--- config.mk ---
export PLATFORM = sky130hd
export DESIGN_NAME = ctl_reg_access
export DESIGN_NICKNAME = d
export VERILOG_FILES = /design/src/rtl/ctl_reg_pkg.sv /design/src/rtl/ctl_decode.sv /design/src/rtl/ctl_regfile.sv /design/src/rtl/ctl_echo_pipe.sv /design/src/rtl/ctl_reg_access.sv
export SDC_FILE = /design/constraint.sdc
export NUM_CORES = 1
export LEC_CHECK = 0
export BUFFER_PORTS_ARGS = -buffer_cell sky130_fd_sc_hd__buf_4
export CAP_MARGIN = 20
export CORE_ASPECT_RATIO = 1.25
export CORE_MARGIN = 2
export CORE_UTILIZATION = 40
export DETAILED_ROUTE_END_ITERATION = 8
export PLACE_DENSITY = 0.63
export SETUP_SLACK_MARGIN = 0.02
export SLEW_MARGIN = 20
export SYNTH_ARGS = -nofsm -noshare
export SYNTH_HDL_FRONTEND = slang
export SYNTH_SLANG_ARGS = --single-unit
--- constraint.sdc ---
create_clock -name clk -period 3.2 [get_ports clk]
set_input_delay 0.64 -clock clk [delete_from_list [all_inputs] [get_ports clk]]
set_output_delay 0.64 -clock clk [all_outputs]
set_load 0.02 [all_outputs]
--- src/rtl/ctl_reg_pkg.sv ---
package ctl_reg_pkg;

  // port mode: bit1 selects single (1) / dual (0), bit0 selects 24-bit (1) / 16-bit (0)
  typedef enum logic [1:0] {
    MD_DUAL16 = 2'b00,
    MD_DUAL24 = 2'b01,
    MD_SNG16  = 2'b10,
    MD_SNG24  = 2'b11
  } port_mode_e;

  // stage of the echo pipe that holds the byte from L frames ago (stage 0 = one frame ago)
  function automatic logic [1:0] echo_tap(input logic [1:0] m);
    return (m == MD_SNG16) ? 2'd2 : 2'd1;
  endfunction

  // read data trails the echo by one frame
  function automatic logic [1:0] read_tap(input logic [1:0] m);
    return echo_tap(m) + 2'd1;
  endfunction

  function automatic logic is_dual(input logic [1:0] m);
    return !m[1];
  endfunction

  // lower half of the address space is codec specific
  function automatic logic codec_addr(input logic [3:0] a);
    return !a[3];
  endfunction

endpackage

--- src/rtl/ctl_decode.sv ---
module ctl_decode
  import ctl_reg_pkg::*;
#(
  parameter int AW = 4,
  localparam int CW = AW + 4
) (
  input  logic [CW-1:0] byte_i,
  input  logic [1:0]    mode,
  input  logic          port_idx,
  output logic          acc_wr,
  output logic          acc_rd,
  output logic          desync,
  output logic          misroute
);
  logic          aen;
  logic          rwb;
  logic          marker;
  logic [AW-1:0] addr;

  assign aen    = byte_i[AW+1];
  assign rwb    = byte_i[AW];
  assign marker = byte_i[AW+2];
  assign addr   = byte_i[AW-1:0];

  always_comb begin
    desync   = is_dual(mode) && !marker;
    misroute = aen && !desync && is_dual(mode) && !addr[AW-1] && (addr[0] != port_idx);
    acc_wr   = aen && !desync && !misroute && !rwb;
    acc_rd   = aen && !desync && !misroute && rwb;
  end
endmodule

--- src/rtl/ctl_regfile.sv ---
module ctl_regfile #(
  parameter int DW = 8,
  parameter int AW = 4,
  localparam int NREG = 1 << AW
) (
  input  logic              clk,
  input  logic              rst_n,
  input  logic              we,
  input  logic [AW-1:0]     waddr,
  input  logic [DW-1:0]     wdata,
  input  logic [AW-1:0]     raddr,
  output logic [DW-1:0]     rdata,
  output logic [NREG*DW-1:0] flat
);
  logic [DW-1:0] mem [NREG];

  for (genvar g = 0; g < NREG; g++) begin : g_reg
    always_ff @(posedge clk) begin
      if (!rst_n)                                    mem[g] <= '0;
      else if (we && (waddr == AW'(g)))              mem[g] <= wdata;
    end
    assign flat[g*DW +: DW] = mem[g];
  end

  assign rdata = mem[raddr];
endmodule

--- src/rtl/ctl_echo_pipe.sv ---
module ctl_echo_pipe #(
  parameter int W     = 8,
  parameter int DEPTH = 3
) (
  input  logic                     clk,
  input  logic                     rst_n,
  input  logic                     shift,
  input  logic [W-1:0]             din,
  output logic [DEPTH-1:0][W-1:0]  taps
);
  logic [W-1:0] stg [DEPTH];

  for (genvar g = 0; g < DEPTH; g++) begin : g_stage
    if (g == 0) begin : g_head
      always_ff @(posedge clk) begin
        if (!rst_n)     stg[g] <= '0;
        else if (shift) stg[g] <= din;
      end
    end else begin : g_body
      always_ff @(posedge clk) begin
        if (!rst_n)     stg[g] <= '0;
        else if (shift) stg[g] <= stg[g-1];
      end
    end
    assign taps[g] = stg[g];
  end
endmodule

--- src/rtl/ctl_reg_access.sv ---
module ctl_reg_access
  import ctl_reg_pkg::*;
#(
  parameter int DW = 8,
  parameter int AW = 4,
  localparam int CW   = AW + 4,
  localparam int NREG = 1 << AW,
  localparam int ECHO_D = 3,
  localparam int RD_D   = ECHO_D + 1
) (
  input  logic               clk,
  input  logic               rst_n,
  input  logic [1:0]         mode,
  input  logic               port_idx,
  input  logic               frame_strb,
  input  logic               ctl_vld,
  input  logic [CW-1:0]      ctl_byte,
  input  logic               reg_vld,
  input  logic [DW-1:0]      reg_wdata,
  input  logic [1:0]         cdc_pd,
  input  logic [1:0]         smp_new,
  output logic [CW-1:0]      tx_ctl,
  output logic [DW-1:0]      tx_reg,
  output logic [NREG*DW-1:0] regs_flat,
  output logic               err_sticky
);
  // decode results and named events
  logic          dec_wr, dec_rd, dec_desync, dec_mis;
  logic          wr_arm, rd_arm, mis_ev, wr_fire;
  logic          wr_pend;
  logic [AW-1:0] wr_addr;
  logic [DW-1:0] rd_val;
  logic [CW-1:0] cur_ctl, ctl_next;
  logic [DW:0]   cur_rd, rd_next;
  logic [ECHO_D-1:0][CW-1:0] ctl_taps;
  logic [RD_D-1:0][DW:0]     rd_taps;
  logic [DW:0]   rd_sel;
  logic          v0_bit, v1_bit;

  ctl_decode #(.AW(AW)) u_dec (
    .byte_i   (ctl_byte),
    .mode     (mode),
    .port_idx (port_idx),
    .acc_wr   (dec_wr),
    .acc_rd   (dec_rd),
    .desync   (dec_desync),
    .misroute (dec_mis)
  );

  assign wr_arm  = ctl_vld && dec_wr;
  assign rd_arm  = ctl_vld && dec_rd;
  assign mis_ev  = ctl_vld && dec_mis;
  assign wr_fire = reg_vld && wr_pend;

  ctl_regfile #(.DW(DW), .AW(AW)) u_rf (
    .clk   (clk),
    .rst_n (rst_n),
    .we    (wr_fire),
    .waddr (wr_addr),
    .wdata (reg_wdata),
    .raddr (ctl_byte[AW-1:0]),
    .rdata (rd_val),
    .flat  (regs_flat)
  );

  // armed write: set by an accepted write byte, consumed by the data slot,
  // replaced by any newer control byte
  always_ff @(posedge clk) begin
    if (!rst_n) begin
      wr_pend <= 1'b0;
      wr_addr <= '0;
    end else if (ctl_vld) begin
      wr_pend <= dec_wr;
      wr_addr <= ctl_byte[AW-1:0];
    end else if (reg_vld) begin
      wr_pend <= 1'b0;
    end
  end

  always_ff @(posedge clk) begin
    if (!rst_n)      err_sticky <= 1'b0;
    else if (mis_ev) err_sticky <= 1'b1;
  end

  // per-frame collectors: what arrived in the frame now running
  always_comb begin
    ctl_next = frame_strb ? '0 : cur_ctl;
    rd_next  = frame_strb ? '0 : cur_rd;
    if (ctl_vld) ctl_next = ctl_byte;
    if (rd_arm)  rd_next  = {1'b1, rd_val};
  end

  always_ff @(posedge clk) begin
    if (!rst_n) begin
      cur_ctl <= '0;
      cur_rd  <= '0;
    end else begin
      cur_ctl <= ctl_next;
      cur_rd  <= rd_next;
    end
  end

  ctl_echo_pipe #(.W(CW), .DEPTH(ECHO_D)) u_echo (
    .clk   (clk),
    .rst_n (rst_n),
    .shift (frame_strb),
    .din   (cur_ctl),
    .taps  (ctl_taps)
  );

  ctl_echo_pipe #(.W(DW + 1), .DEPTH(RD_D)) u_rdq (
    .clk   (clk),
    .rst_n (rst_n),
    .shift (frame_strb),
    .din   (cur_rd),
    .taps  (rd_taps)
  );

  // validity / marker bits
  always_comb begin
    if (is_dual(mode)) begin
      v0_bit = !cdc_pd[0];
      v1_bit = 1'b1;
    end else begin
      v0_bit = smp_new[0] && !cdc_pd[0];
      v1_bit = smp_new[1] && !cdc_pd[1];
    end
  end

  assign rd_sel = rd_taps[read_tap(mode)];
  assign tx_ctl = {v0_bit, v1_bit, ctl_taps[echo_tap(mode)][CW-3:0]};
  assign tx_reg = rd_sel[DW] ? rd_sel[DW-1:0] : '0;
endmodule

==> impl_metrics.csv <==
group,metric,value,unit
run_status,status,"finished clean",
route,vias,5759,
timing,relSlewSlack,0.521,
floorplanning,rows,61,
floorplanning,die_y,171,um
floorplanning,die_area,23700,um^2
pwr,p_leak,0.00469,uW
timing,rsz0062_at_grt,"no",
clock_tree,cts_max_level,1,
final_layout,nNetsFinal,820,
floorplanning,io_pins,173,
clock_tree,ctsLongestPathBuffers,3,
final_layout,area_growth,25.4,%
synth,synth_async_sr_flop_share,0,
worst_setup_path,worstPathArrival,1.92,ns
grt,grt_max_degree,59,
placed_design,dp_hpwl,16600,um
run,cap_viol_max_count,0,
clock_tree,clkTransAtPathRegs,0.06,ns
clock_tree,root_buffer,"clkbuf_16",
clock_tree,cts_tree,"built",
worst_setup_path,required,2.56,ns
final_layout,post_route_cells_drive_above_1_share,0.322,
grt,antenna_found_initial,0,
floorplanning,coreArea,22100,um^2
grt,grt_pass1_wl,33500,um
timing,fin_crit,2.56,ns
synth,syn-num-nets,645,
floorplanning,start_util,0.406,
synth,synth_ff_type,"edfxtp_1",
timing,skew,0.0117,ns
route,post_drt_wl_per_cell,21.3,um
route,viasPerCell,5.29,
synth,synth_enable_flop_cells,182,
timing,slew_violations,0,
clock_tree,clock_latency,0.49,ns
timing,worst_slew_pin_slew,0.712,ns
synth,seq_area_frac_synth,0.656,
worst_setup_path,crit_path_end_kind,"output port",
floorplanning,die_x,138,um
synth,synthTopCellsByArea,"edfxtp_1 61%, and2_1 9.1%, mux4_1 5.3%",
timing,finalHoldViolCount,0,
route,ant_nets,0,
clock_tree,postCtsHoldBufs,0,
timing,finalSetupViolCount,0,
clock_tree,cts_setup_buffers,0,
grt,grt_pass1_vias,5743,
timing,final.setup.worst_slack,0.637,ns
timing,period_share,0.801,
clock_tree,numClockSinks,203,
placed_design,io_buffers,171,
synth,synth.cell_area,8980,um^2
route,drcViolationCount,0,
placed_design,place_ws,0.602,ns
pwr,finalPower,6010,uW
synth,synth_seq_cells,203,
grt,grt_usage,0.193,
worst_setup_path,critical_path_class,"in -> out",
grt,overflow,0,
clock_tree,cts_buffers,21,
pwr,ir_drop,0.398,mV
synth,ys_warn_count,0,
worst_setup_path,reg2reg_slack,1.33,ns
route,drt_iter0_markers,421,
clock_tree,ctsResizeCount,0,
synth,yosysTopAreaCellShare,0.609,
synth,syn_avg_cell_area,14.5,um^2
route,wl,23200,um
synth,ys_types,38,
timing,fin_setup_tns,0,ns
timing,clock.fmax,390,MHz
synth,syn_inst,617,
worst_setup_path,start_kind,"input port",
pwr,powerDensity,534,nW/um^2
worst_hold_path,worst_hold_path_type,"in -> reg",
worst_setup_path,worstPathMaxFanout,16,
route,dr.pass1.iters,5,
placed_design,place_congestion,0.833,
synth,synth_top_cell_by_area,"edfxtp_1",
==> layout by cell type (no fill, tap or decap), drive strengths merged, types with 2 or more instances in the layout <==
cell type	Yosys	layout
buf	10	194
clkbuf	32	25
clkinv	0	4
inv	4	4
nand2	20	20
mux2	14	14
or2	4	4
and3	54	54
mux2i	8	8
nand2b	7	7
dfxtp	21	21
or3b	2	2
a21oi	12	12
nand4	2	2
edfxtp	182	182
bufinv	0	3
clkinvlp	0	3
and2	130	130
nor2	28	28
nand3	9	9
o21ai	25	25
a221o	8	8
nand4b	3	3
mux4	32	32
==> state kept, by name, summed over array words and instances (netlist names) <==
| register | cells |
|---|---|
| cur_ctl | 6 |
| cur_rd | 9 |
| err_sticky | 1 |
| u_echo.stg | 18 |
| u_rdq.stg | 36 |
| u_rf.mem | 128 |
| wr_addr | 4 |
| wr_pend | 1 |
==> Yosys cell counts, types with 3 or more instances <==
cell        n
inv_1       4
nand3_1     9
nor2_1     28
dfxtp_1    21
nand4b_1    3
clkbuf_1   31
or2_2       4
nand2b_1    7
buf_2       3
and2_1    130
o21ai_0    25
edfxtp_1  182
mux2_2     14
and3_1     54
mux4_2     14
a221o_1     8
mux2i_1     8
nand2_1    20
mux4_1     18
a21oi_1    12
==> critical path, cell delays in order <==
cell,delay (ns)
buf_4,0.12
nor2b_1,0.47
buf_4,0.29
nand3_1,0.10
o21ai_0,0.12
buf_4,0.19
==> layout make-up <==
type / instances / area (um^2)
diodes: 1 / 2.50
clock buffers: 25 / 541
clock inverters: 10 / 129
fillers: 1923 / 10900
inverters: 4 / 15.0
multi-input cells: 368 / 2870
flip-flops and latches: 203 / 5890
well taps: 283 / 354
repair buffers: 194 / 1460
==> kinds of logic (layout without fill, tap and decap cells) <==
logic type | count (synthesis) | after routing | share of synthesized area
xor+xnor | 1 | 1 | 0.000976
other cells | 0 | 1 | 0
buf+inv | 46 | 233 | 0.0245
flops | 203 | 203 | 0.656
mux | 54 | 54 | 0.114
simple gates | 264 | 264 | 0.171
compound gates | 49 | 49 | 0.0330
==> routing by layer <==
metal	wire (um)	global-route usage	share of wire
met5	0	0	0
met4	599	0.0617	0.026
met3	1470	0.0307	0.063
met2	12600	0.360	0.54
met1	8490	0.224	0.37
==> through the flow <==
step                      instance area, um^2  hold WS [ns]  std cells   util
after floorplan                          8980         0.432        617      -
after global placement                  10600         0.444       1052  0.478
after detailed placement                10600         0.449       1052  0.478
after CTS                               11300         0.429       1087  0.508
after global routing                    11300         0.441       1087  0.508
final                                   11300         0.447       1088  0.509
==> report_power, final <==
part / total (uW) / switching, uW / internal [uW]
logic: 534 / 316 / 218
clock network: 2430 / 985 / 1440
registers: 3050 / 58.5 / 2990
total: 6010 / 1360 / 4650
==> path summary, 6_finish.rpt <==
kind / start / end / cells after the start
max: mode[1] / tx_reg[3] / 6
min reg2reg: cur_ctl[1] / cur_ctl[1] / 2
min: ctl_byte[4] / wr_pend / 3
max reg2reg: wr_addr[3] / u_rf.mem[1][2] / 4
(Power assumes the default switching activity.)
